**config.mk**
```make
export PLATFORM = sky130hd
export DESIGN_NAME = stsPinGen
export DESIGN_NICKNAME = d
export VERILOG_FILES = /design/src/rtl/stsPkg.sv /design/src/rtl/stsCtrl.sv /design/src/rtl/stsDatapath.sv /design/src/rtl/stsPinGen.sv
export SDC_FILE = /design/constraint.sdc
export NUM_CORES = 1
export LEC_CHECK = 0
export ABC_AREA = 1
export BUFFER_PORTS_ARGS = -buffer_cell sky130_fd_sc_hd__buf_4
export CORE_AREA = 2 2 39 41
export CTS_CLUSTER_DIAMETER = 60
export DETAILED_ROUTE_END_ITERATION = 16
export DIE_AREA = 0 0 41 43
export GPL_TIMING_DRIVEN = 0
export PLACE_DENSITY_LB_ADDON = 0.1
export SYNTH_ARGS = -nofsm -noshare
export SYNTH_HDL_FRONTEND = slang
export SYNTH_SLANG_ARGS = --single-unit
```
**constraint.sdc**
```tcl
create_clock -name clk -period 2.9 [get_ports clk]
set_clock_uncertainty 0.15 [all_clocks]
set_input_delay 0.145 -clock clk [delete_from_list [all_inputs] [get_ports clk]]
set_output_delay 0.145 -clock clk [all_outputs]
set_load 0.02 [all_outputs]
```
**src/rtl/stsPkg.sv**
```systemverilog
package stsPkg;

  typedef enum logic [1:0] {
    MODE_LEVEL = 2'd0,
    MODE_ERASE = 2'd1,
    MODE_PROG  = 2'd2,
    MODE_ANY   = 2'd3
  } stsMode_e;

  // strobes from control to datapath
  typedef struct packed {
    logic levelMode;   // pin follows the level flag
    logic loadPulse;   // start or restart a pulse
    logic clearPulse;  // cancel pulse (configuration write)
    logic clearAll;    // power-down: release everything
  } stsCtrl_t;

endpackage

```
**src/rtl/stsCtrl.sv**
```systemverilog
module stsCtrl
  import stsPkg::*;
(
  input  logic       clk,
  input  logic       rstN,
  input  logic       pwrDown,
  input  logic       cfgWe,
  input  logic [1:0] cfgCode,
  input  logic       eraseDone,
  input  logic       progDone,
  output stsMode_e   mode,
  output stsCtrl_t   ctrl
);

  logic evtHit;

  always_ff @(posedge clk or negedge rstN) begin
    if (!rstN)        mode <= MODE_LEVEL;
    else if (pwrDown) mode <= MODE_LEVEL;
    else if (cfgWe)   mode <= stsMode_e'(cfgCode);
  end

  always_comb begin
    unique case (mode)
      MODE_ERASE: evtHit = eraseDone;
      MODE_PROG:  evtHit = progDone;
      MODE_ANY:   evtHit = eraseDone | progDone;
      default:    evtHit = 1'b0;
    endcase
  end

  always_comb begin
    ctrl.levelMode  = (mode == MODE_LEVEL);
    ctrl.clearAll   = pwrDown;
    ctrl.clearPulse = cfgWe;
    ctrl.loadPulse  = evtHit & ~pwrDown & ~cfgWe;
  end

endmodule

```
**src/rtl/stsDatapath.sv**
```systemverilog
module stsDatapath
  import stsPkg::*;
#(
  parameter int PULSE_LEN = 8
) (
  input  logic     clk,
  input  logic     rstN,
  input  stsCtrl_t ctrl,
  input  logic     engBusy,
  input  logic     eraseSusp,
  input  logic     progSusp,
  output logic     pinOe,
  output logic     pinVal
);

  localparam int CNT_W = $clog2(PULSE_LEN + 1);
  localparam logic [CNT_W-1:0] CNT_LOAD = CNT_W'(PULSE_LEN);

  logic             levelQ;
  logic [CNT_W-1:0] pulseCnt;
  logic             pulseOn;

  always_ff @(posedge clk or negedge rstN) begin
    if (!rstN)              levelQ <= 1'b0;
    else if (ctrl.clearAll) levelQ <= 1'b0;
    else                    levelQ <= engBusy & ~eraseSusp & ~progSusp;
  end

  always_ff @(posedge clk or negedge rstN) begin
    if (!rstN)                                pulseCnt <= '0;
    else if (ctrl.clearAll | ctrl.clearPulse) pulseCnt <= '0;
    else if (ctrl.loadPulse)                  pulseCnt <= CNT_LOAD;
    else if (pulseOn)                         pulseCnt <= pulseCnt - 1'b1;
  end

  assign pulseOn = (pulseCnt != '0);
  assign pinOe   = ctrl.levelMode ? levelQ : pulseOn;
  assign pinVal  = ~pinOe;

endmodule

```
**src/rtl/stsPinGen.sv**
```systemverilog
module stsPinGen
  import stsPkg::*;
#(
  parameter int PULSE_LEN = 8
) (
  input  logic       clk,
  input  logic       rstN,
  input  logic       engBusy,
  input  logic       eraseSusp,
  input  logic       progSusp,
  input  logic       pwrDown,
  input  logic       eraseDone,
  input  logic       progDone,
  input  logic       cfgWe,
  input  logic [1:0] cfgCode,
  output logic       pinOe,
  output logic       pinVal
);

  stsMode_e curMode;
  stsCtrl_t ctrlBus;

  stsCtrl u_ctrl (
    .clk       (clk),
    .rstN      (rstN),
    .pwrDown   (pwrDown),
    .cfgWe     (cfgWe),
    .cfgCode   (cfgCode),
    .eraseDone (eraseDone),
    .progDone  (progDone),
    .mode      (curMode),
    .ctrl      (ctrlBus)
  );

  stsDatapath #(.PULSE_LEN(PULSE_LEN)) u_dp (
    .clk       (clk),
    .rstN      (rstN),
    .ctrl      (ctrlBus),
    .engBusy   (engBusy),
    .eraseSusp (eraseSusp),
    .progSusp  (progSusp),
    .pinOe     (pinOe),
    .pinVal    (pinVal)
  );

endmodule

```
## Word level (Yosys, flattened, before mapping)

Index checks and enable logic that the tools add are counted.

- Bits in registers: 7
- Input bits: 11
- Logic and storage cells: 30

- Add/sub/neg operators: 1
- Equal/unequal tests: 3
- Multiplexer cells: 8
- Bitwise operators: 11
- Reductions and logical operators: 4

Operators with widths:

| kind | number |
|---|---|
| 2-to-1 mux 4 bit | 3 |
| NOT 1 bit | 5 |
| bitwise AND 1 bit | 4 |
| equality test 2 bit (second input constant) | 2 |
| 2-to-1 mux 2 bit | 2 |
| nonzero test 4 bit | 1 |
| subtractor 4 x 1 -> 4 bit (second input constant) | 1 |
| one-hot mux 1 bit (3 select lines) | 1 |
| nonzero test 3 bit | 1 |
| equality test 2 x 1 -> 1 bit (second input constant) | 1 |
| logical NOT 2 bit | 1 |
| 2-to-1 mux 1 bit | 2 |
| bitwise OR 1 bit | 2 |
| nonzero test 2 bit | 1 |

## Logic depth before layout (Yosys ltp)

Gate-level depths: netlist of the first run.

- Depth in word-level cells: 6
- Mapped depth: 7
- Mapped depth without buffers: 7

## Hierarchy

Synthesis of the first run repeated with hierarchy kept, for this count alone.

- Cell total of the unflattened synthesis: 58
- Area total of the unflattened synthesis: 429.2 sq um

By module, submodules not included:

| module | instances | cells an instance | area an instance (sq um) |
|---|---|---|---|
| stsDatapath | 1 | 40 | 301.5 |
| stsCtrl | 1 | 18 | 127.6 |

## Worst setup path before layout of the first run

Ideal clock, no wire load.

- Kind: reg2out
- Start point: register u_dp.pulseCnt[0]
- End point: output pinVal
- Data arrival time: 1.142 ns
- Slack: 1.463 ns
- Stages on the path, launching flop included: 7
- Path buffers: 0
- Cells stage by stage: dfrtp_1 inv_1 ha_1 nand3_4 inv_4 o21ai_2 inv_2

- Longest elaborated chain between the ends: 3

RTL lines:

| what | line | text |
|---|---|---|
| from (decl) | stsDatapath.sv:20 | `logic [CNT_W-1:0] pulseCnt;` |
| from (signal assigned) | stsDatapath.sv:33 | `else if (pulseOn) pulseCnt <= pulseCnt - 1'b1;` |
| nonzero test 4 bit | stsDatapath.sv:36 | `assign pulseOn = (pulseCnt != '0);` |
| 2-to-1 mux 1 bit | stsDatapath.sv:37 | `assign pinOe = ctrl.levelMode ? levelQ : pulseOn;` |
| via pinOe | stsPinGen.sv:16 | `output logic pinOe,` |
| NOT 1 bit | stsDatapath.sv:38 | `assign pinVal = ~pinOe;` |
| to (decl) | stsPinGen.sv:17 | `output logic pinVal` |

The timed path passes the listed nets, and every way through them passes these cells.

## Final worst setup path of the first run

- Start point: register u_dp.pulseCnt[0]
- End point: output pinVal

- Longest elaborated chain between the ends: 3

RTL lines:

| what | line |
|---|---|
| nonzero test 4 bit | stsDatapath.sv:36 |
| 2-to-1 mux 1 bit | stsDatapath.sv:37 |
| NOT 1 bit | stsDatapath.sv:38 |

No other way between the ends.

==> results.py, run 1 <==
metrics = {
    "synthesis": {
        "ys_ff_latch": 7,
        "syn_area_um2": 407.9,
        "yosysTopAreaCell": "dfrtp_1",
        "synth_nets": 66,
        "yosys_warnings": 0,
        "ys_seq_area_share_pct": 42.94,
        "synthArstFlopShare_pct": 100.0,
        "synth_edf_count": 0,
        "syn_inst": 53,
        "synth_area_leaders": "dfrtp_1 43%, nand2_1 16%, inv_1 6.4%",
        "yosysMostFrequentCell": "nand2_1",
        "ys.flop_type": "dfrtp_1",
        "yosysTopAreaCellShare_pct": 42.94,
        "synth_common_cells": "17 x nand2_1, 7 x dfrtp_1, 7 x inv_1",
        "synth_cell_type_count": 14,
        "syn_area_per_cell_um2": 7.696,
    },
    "sta": {
        "slew_violations": 0,
        "relSlewSlack_pct": 86.96,
        "final.setup.tns_ns": 0,
        "timing.final.crit_share_pct": 59.50,
        "tightest_slew_ns": 0.1953,
        "max_freq_mhz": 579.5,
        "setup_viol": 0,
        "finalCriticalPeriod_ns": 1.726,
        "hold_viol": 0,
        "rsz0062_at_grt": "false",
    },
    "grt": {
        "grt_max_degree": 8,
        "grt_first_pass_wirelength_mm": 1.435,
        "track_usage_pct": 12.58,
        "grt_overflow_total": 0,
        "antenna_found_initial": 0,
        "grt_pass1_vias": 369,
    },
    "drt": {
        "drc_errors": 0,
        "num_vias": 392,
        "wl_per_cell_um": 9.043,
        "drt-pass1-iter-count": 4,
        "vias_per_cell": 4.261,
        "drt-initial-drc-count": 9,
        "route.antenna.remaining_nets": 0,
        "routed_wl_um": 832,
    },
    "placement": {
        "gp_congestion": 0.6480,
        "dp.final_hpwl_um": 607.8,
        "io_buffer_count": 12,
        "dpl_cell_area_um2": 518.0,
    },
    "die": {
        "io_pins": 13,
        "die_area_mm2": 0.001763,
        "core.rowCount": 14,
        "dieHeight_um": 43,
        "initial_core_util_pct": 29.48,
        "coreArea_mm2": 0.001384,
        "die-width_um": 41,
    },
    "critical_path": {
        "crit_fanout": 4,
        "critPathRequiredTime_ns": 2.61,
        "cp-end-kind": "output pin",
        "crit_path_start_kind": "flop",
        "arrival_ns": 1.43,
        "worst-setup-path-type": "reg2out",
    },
    "final_layout": {
        "diodes": 0,
        "nFillCells": 159,
        "ff_latch_area_um2": 175.2,
        "multi_input_comb_area_um2": 192.7,
        "drive_above_1_share_pct": 27.63,
        "syn2layout_area_growth_pct": 50.61,
        "final_util_pct": 44.39,
        "nets": 90,
        "final_cell_area_um2": 614.3,
    },
    "clock_network": {
        "clock-root-buffer": "clkbuf_4",
        "cts_buffer_depth": 2,
        "cts_setup_buffers": 0,
        "cts.sinks": 7,
        "htreeDepth": 1,
        "clk_latency_ns": 0.25,
        "cts_tree": "yes",
        "path_clk_slew_ns": 0.05,
        "cts_buffers": 3,
        "post_cts_resized": 0,
    },
    "power_and_ir_drop": {
        "power_density_mw_per_mm2": 449.1,
        "leakagePower_nw": 0.3171,
        "max-vdd-ir-drop_v": 0.0002120,
        "total_power_uw": 275.9,
    },
    "run_status": {
        "status": "complete, no violations",
    },
    "min_path": {
        "min_path_type": "in2reg",
    },
    "job": {
        "drv_cap": 0,
    },
}
kinds of logic (layout without fill, tap and decap cells):
family	Yosys count	count (layout)	synth area share, %
buf+inv	10	33	9.819
fa+ha+maj	2	2	6.134
flops	7	7	42.95
simple gates	30	30	34.35
xor+xnor	1	1	2.148
compound gates	3	3	4.602
final cells by class:
class / instances / share of cell area [%]
flip-flops and latches: 7 / 28.51
clock buffers: 4 / 4.277
inverters: 10 / 6.517
multi-input cells: 36 / 31.36
well taps: 16 / 3.259
repair buffers: 19 / 26.07
repair_timing:
item	CTS	global route
hold endpoints to repair	10	0
setup endpoints to repair	0	0
hold buffers	7	0
state kept, by name, indices dropped and copies added, names as in the netlist:
| signal | flops |
|---|---|
| u_dp.pulseCnt | 4 |
| u_ctrl.mode | 2 |
| u_dp.levelQ | 1 |
per-layer routing:
layer	vias to the layer above	wire length, um	part of all wire (%)	GRT usage [%]
li1	210	-	-	-
met1	171	374	45	14.95
met2	11	424	51	19.06
met3	0	33	4.0	3.141
met4	0	0	0	8.000
met5	-	0	0	0
path summary, 6_finish.rpt:
| check | from | end | slack, ns | depth (start not counted) |
|---|---|---|---|---|
| min in group asynchronous | rstN | u_dp.levelQ | 0.10 | 2 |
| setup / recovery | u_dp.pulseCnt[0] | pinVal | 1.17 | 7 |
| setup reg to reg | u_dp.pulseCnt[0] | u_dp.pulseCnt[0] | 1.56 | 6 |
| hold reg to reg | u_ctrl.mode[1] | u_ctrl.mode[1] | 0.39 | 2 |
| hold / removal | cfgWe | u_dp.pulseCnt[3] | 0.03 | 4 |
| max in group asynchronous | rstN | u_ctrl.mode[1] | 2.39 | 2 |
power by group:
group / internal, mW / switching, mW / total [mW]
sequential: 0.104 / 0.00420 / 0.108
combinational: 0.0378 / 0.0429 / 0.0806
clock: 0.0524 / 0.0350 / 0.0874
total: 0.194 / 0.0820 / 0.276
worst max-delay path, cell delays in order (launching register included):
cell	delay [ns]
dfrtp_1	0.35
inv_1	0.09
ha_1	0.25
nand3_4	0.12
inv_4	0.05
o21ai_2	0.13
inv_2	0.04
buf_4	0.15
cell usage in the layout, fill, tap and decap left out, drive strengths merged:
cell,netlist,layout
nor2,5,5
dfrtp,7,7
clkbuf,0,4
nand2,17,17
o21ai,1,1
xnor2,1,1
nand3,6,6
buf,0,12
ha,2,2
nor3,2,2
inv,10,10
a21oi,2,2
dlygate4sd3,0,7
through the flow:
step	std cells	setup WS, ns	hold slack [ns]
3_3_place_gp	81	1.462	-0.1851
5_1_grt	92	1.087	0.04826
3_5_place_dp	81	1.464	-0.1850
2_1_floorplan	53	1.463	-0.3006
6_report	92	1.174	0.03336
4_1_cts	92	1.159	0.03313
No activity file was read; power rests on OpenSTA's default activity.
==> inputs of run 2 (changes only) <==
clock period = 1.81 ns   (was 2.9 ns; I/O delays follow)
==> run 2 against run 1 <==
Critical path depth unchanged. Sequential cell count unchanged. Cell area increased by 1.6%. Combinational power increased by 63%. Global-route usage decreased by 0.10 points. Cell count increased by 1.1%. Worst setup slack got worse by 1.0 ns. Non-clock buffer count increased by 1.
==> results.py, run 2 (synthesis results as in run 1) <==
metrics = {
    "run_status": {
        "status": "complete, no violations",
    },
    "clock_network": {
        "path_clk_slew_ns": 0.05,
        "post_cts_resized": 0,
        "cts.sinks": 7,
        "clk_latency_ns": 0.25,
        "cts_tree": "yes",
        "cts_buffers": 3,
        "cts_buffer_depth": 2,
        "clock-root-buffer": "clkbuf_4",
        "htreeDepth": 1,
    },
    "die": {
        "die_area_mm2": 0.001763,
        "coreArea_mm2": 0.001384,
        "dieHeight_um": 43,
        "core.rowCount": 14,
        "initial_core_util_pct": 29.48,
        "die-width_um": 41,
        "io_pins": 13,
    },
    "grt": {
        "grt_first_pass_wirelength_mm": 1.421,
        "grt_max_degree": 8,
        "grt_pass1_vias": 365,
        "antenna_found_initial": 0,
        "track_usage_pct": 12.47,
        "grt_overflow_total": 0,
    },
    "power_and_ir_drop": {
        "max-vdd-ir-drop_v": 0.0003397,
        "power_density_mw_per_mm2": 710.5,
        "total_power_uw": 443.6,
        "leakagePower_nw": 0.3213,
    },
    "drt": {
        "drt-pass1-iter-count": 4,
        "route.antenna.remaining_nets": 0,
        "drt-initial-drc-count": 9,
        "routed_wl_um": 829,
        "drc_errors": 0,
        "num_vias": 398,
        "vias_per_cell": 4.280,
        "wl_per_cell_um": 8.914,
    },
    "final_layout": {
        "final_common_cell": "nand2_1",
        "nets": 91,
        "top_register": "u_dp.pulseCnt",
        "final_cell_mix": "17 x nand2_1, 12 x buf_4, 8 x dlygate4sd3_1",
        "largest_reg_flops": 4,
        "top_regs": "u_dp.pulseCnt: 4 flops, u_ctrl.mode: 2 flops, u_dp.levelQ: 1 flops",
        "drive_above_1_share_pct": 27.27,
        "syn2layout_area_growth_pct": 53.07,
        "diodes": 0,
    },
    "job": {
        "drv_cap": 0,
    },
    "sta": {
        "relSlewSlack_pct": 87.01,
        "hold_viol": 0,
        "slew_violations": 0,
        "rsz0062_at_grt": "false",
        "max_freq_mhz": 598.4,
        "tightest_slew_ns": 0.1947,
        "setup_viol": 0,
        "timing.final.crit_share_pct": 92.32,
        "finalCriticalPeriod_ns": 1.671,
        "final.setup.tns_ns": 0,
    },
    "placement": {
        "io_buffer_count": 12,
        "dp.final_hpwl_um": 607.8,
        "gp_congestion": 0.6480,
    },
    "critical_path": {
        "worst-setup-path-type": "reg2out",
        "crit_fanout": 4,
        "arrival_ns": 1.43,
        "cp_num_buf_inv": 4,
        "slowest_delay_ns": 0.35,
        "crit_path_start_kind": "flop",
        "cp_top_family": "flip-flops",
        "cp-end-kind": "output pin",
        "cpMaxStageDelayCell": "dfrtp_1",
        "critPathRequiredTime_ns": 1.57,
        "cp_cell_sequence": "inv_1 > ha_1 > nand3_4 > inv_4 > o21ai_2 > inv_2 > buf_4",
    },
    "min_path": {
        "min_path_type": "in2reg",
    },
}
[run 2: changes by cell type in the layout (fill, tap and decap cells not counted)]
cell | before | now
dlygate4sd3_1 | 7 | 8
[run 2: where the power goes]
part	leakage [nW]	internal (mW)	switching, mW
Clock	0.0150	0.0840	0.0560
Sequential	0.0956	0.166	0.00674
Combinational	0.211	0.0619	0.0688
[run 2: layout make-up]
| type | instances | area (um^2) |
|---|---|---|
| Fill cell | 156 | 759.5 |
| Tap cell | 16 | 20.02 |
| Inverter | 10 | 40.04 |
| Timing Repair Buffer | 20 | 170.2 |
| Sequential cell | 7 | 175.2 |
| Multi-Input combinational cell | 36 | 192.7 |
| Clock buffer | 4 | 26.28 |
[run 2: repair_timing]
| item | CTS | global route |
|---|---|---|
| hold endpoints to repair | 11 | 0 |
| hold buffers | 8 | 0 |
| buffers inserted | 0 | 0 |
| setup endpoints to repair | 0 | 0 |
[run 2: worst min-delay path, stage by stage]
cell     delay, ns
buf_4         0.07
inv_1         0.09
nand2_1       0.09
nor2_1        0.04
[run 2: final timing paths]
path	start	to	slack, ns	cells after the start
setup reg to reg	u_dp.pulseCnt[0]	u_dp.pulseCnt[0]	0.47	6
min in group asynchronous	rstN	u_dp.levelQ	0.04	2
hold reg to reg	u_ctrl.mode[1]	u_ctrl.mode[1]	0.39	2
setup / recovery	u_dp.pulseCnt[0]	pinVal	0.14	7
max in group asynchronous	rstN	u_ctrl.mode[1]	1.35	2
hold / removal	pwrDown	u_dp.pulseCnt[3]	0.02	4
[run 2: through the flow]
step	instances	utilization (%)	hold WS, ns	worst slack, ns	cell area, um^2
after floorplan	53	-	-0.3551	0.4276	407.9
after global placement	81	37.43	-0.2396	0.4270	518.0
final	93	45.12	0.02136	0.1390	624.3
after detailed placement	81	37.43	-0.2395	0.4280	518.0
after global routing	93	45.12	0.04171	0.05164	624.3
after CTS	93	45.12	0.02375	0.1232	624.3
[run 2: metal layers]
layer  GRT usage, %  up-vias  wire [um]
met5              0        -          0
met4          8.000        0          0
met3          3.141        0         32
met2          18.75       12        425
met1          14.95      174        371
li1               -      212          -
==> inputs of run 3 (changes only) <==
CTS_BUF_LIST = sky130_fd_sc_hd__clkbuf_16   (was default)
==> run 3 against run 2 <==
Wire length increased by 3.9%. Sequential share of layout area fell by 1.8 points. Count of clock-buffer cells in the layout down 1. Cell area is 6.8% higher. Via count is 1.0% lower. Clock power rose to 2.7 times the previous value. Worst hold slack worse by 0.014 ns. First-iteration DRC count is 22% lower. Critical path type unchanged. Critical endpoint unchanged.
==> results.py, run 3 (synthesis results as in run 1) <==
metrics = {
    "run_status": {
        "status": "complete, no violations",
    },
    "drt": {
        "drc_errors": 0,
        "drt-pass1-iter-count": 3,
        "num_vias": 394,
        "routed_wl_um": 861,
        "wl_per_cell_um": 9.359,
        "vias_per_cell": 4.283,
        "route.antenna.remaining_nets": 0,
        "drt-initial-drc-count": 7,
    },
    "clock_network": {
        "cts.sinks": 7,
        "clock-root-buffer": "clkbuf_16",
        "clk_latency_ns": 0.23,
        "cts_buffer_depth": 2,
        "cts_buffers": 3,
        "htreeDepth": 1,
        "path_clk_slew_ns": 0.04,
        "cts_tree": "yes",
    },
    "final_layout": {
        "top_regs": "u_dp.pulseCnt: 4 flops, u_ctrl.mode: 2 flops, u_dp.levelQ: 1 flops",
        "stdcell_count": 92,
        "nFillCells": 154,
        "top_register": "u_dp.pulseCnt",
        "final_common_cell": "nand2_1",
        "drive_above_1_share_pct": 27.63,
        "nets": 90,
        "syn2layout_area_growth_pct": 63.50,
        "final_cell_mix": "17 x nand2_1, 12 x buf_4, 8 x inv_1",
        "largest_reg_flops": 4,
        "diodes": 0,
    },
    "power_and_ir_drop": {
        "max-vdd-ir-drop_v": 0.0005446,
        "power_switching_uw": 159.3,
        "leakagePower_nw": 0.3444,
        "switching_share_pct": 23.64,
        "clock_power_share_pct": 55.0,
        "power_density_mw_per_mm2": 1010,
        "pwr-share-comb_pct": 19.2,
        "p_int_uw": 514.5,
        "pwr-share-seq_pct": 25.7,
    },
    "die": {
        "initial_core_util_pct": 29.48,
        "coreArea_mm2": 0.001384,
        "dieHeight_um": 43,
        "core.rowCount": 14,
        "die-width_um": 41,
        "io_pins": 13,
        "die_area_mm2": 0.001763,
    },
    "critical_path": {
        "worst-setup-path-type": "reg2out",
        "cp-end-kind": "output pin",
        "worstRegToRegCells": 6,
        "crit_path_start_kind": "flop",
        "critPathRequiredTime_ns": 1.57,
        "crit_fanout": 4,
        "arrival_ns": 1.41,
        "r2r_slack_ns": 0.48,
    },
    "grt": {
        "grt_first_pass_wirelength_mm": 1.476,
        "grt_overflow_total": 0,
        "antenna_found_initial": 0,
        "track_usage_pct": 13.18,
        "grt_pass1_vias": 374,
        "grt_max_degree": 8,
    },
    "placement": {
        "gp_congestion": 0.6480,
        "io_buffer_count": 12,
        "dp.final_hpwl_um": 607.8,
        "dp.cells": 81,
    },
    "sta": {
        "tightest_slew_ns": 0.1942,
        "finalCriticalPeriod_ns": 1.648,
        "rsz0062_at_grt": "false",
        "final.setup.tns_ns": 0,
        "setup_viol": 0,
        "slew_violations": 0,
        "hold_viol": 0,
        "max_freq_mhz": 606.8,
        "timing.final.crit_share_pct": 91.05,
        "relSlewSlack_pct": 87.04,
    },
    "job": {
        "drv_cap": 0,
    },
    "min_path": {
        "hold_depth": 4,
        "min_path_type": "in2reg",
    },
}
[run 3: cell types whose count changed in the layout (fill, tap and decap cells not counted), sizes merged]
| cell | delta |
|---|---|
| clkbuf | -1 |
| dlygate4sd3 | -1 |
| inv | +1 |
[run 3: worst paths after layout]
check / start / end
hold / removal: cfgWe / u_dp.pulseCnt[3]
max in group asynchronous: rstN / u_dp.pulseCnt[0]
min in group asynchronous: rstN / u_dp.levelQ
setup / recovery: u_dp.pulseCnt[0] / pinVal
hold reg to reg: u_ctrl.mode[0] / u_ctrl.mode[0]
setup reg to reg: u_dp.pulseCnt[0] / u_dp.pulseCnt[0]
[run 3: metrics by stage]
| stage | area, um^2 | hold slack, ns | total power, mW | setup WS (ns) | utilization [%] |
|---|---|---|---|---|---|
| floorplan | 407.9 | -0.3551 | 0.2557 | 0.4276 | - |
| global placement | 518.0 | -0.2396 | 0.2961 | 0.4270 | 37.43 |
| detailed placement | 518.0 | -0.2395 | 0.2961 | 0.4280 | 37.43 |
| CTS | 666.9 | 0.006694 | 0.6850 | 0.1526 | 48.19 |
| global route | 666.9 | 0.03837 | 0.7121 | 0.09415 | 48.19 |
| finish | 666.9 | 0.007653 | 0.6738 | 0.1620 | 48.19 |
[run 3: what timing repair did]
action / 4_1_cts / 5_1_grt
endpoints found under the hold margin: 10 / 0
hold buffers: 7 / 0
resized for setup: 0 / 0
setup buffers: 0 / 0
[run 3: cell type report]
| type | count | area, um^2 | area share (%) |
|---|---|---|---|
| flip-flops and latches | 7 | 175.2 | 26.27 |
| clock inverters | 1 | 3.754 | 0.5629 |
| well taps | 16 | 20.02 | 3.002 |
| clock buffers | 3 | 75.07 | 11.26 |
| repair buffers | 19 | 160.2 | 24.02 |
| multi-input cells | 36 | 192.7 | 28.89 |
| inverters | 10 | 40.04 | 6.004 |
[run 3: critical path, stage by stage, from the launching register on]
cell	delay (ns)
dfrtp_1	0.34
inv_1	0.09
ha_1	0.25
nand3_4	0.12
inv_4	0.05
o21ai_2	0.13
inv_2	0.04
buf_4	0.15
[run 3: metal layers]
metal	GRT usage, %	share of wire, %	routed length [um]
met5	0	0	0
met4	6.000	2.2	19
met3	6.283	6.6	57
met2	19.69	48	417
met1	15.28	43	367
[run 3: power by group through the flow]
stage	logic [mW]	registers (mW)	clock network, mW
4_1_cts	0.132	0.174	0.380
6_report	0.129	0.173	0.371
3_5_place_dp	0.121	0.175	0
3_3_place_gp	0.121	0.175	0
5_1_grt	0.146	0.175	0.392
2_1_floorplan	0.0819	0.174	0
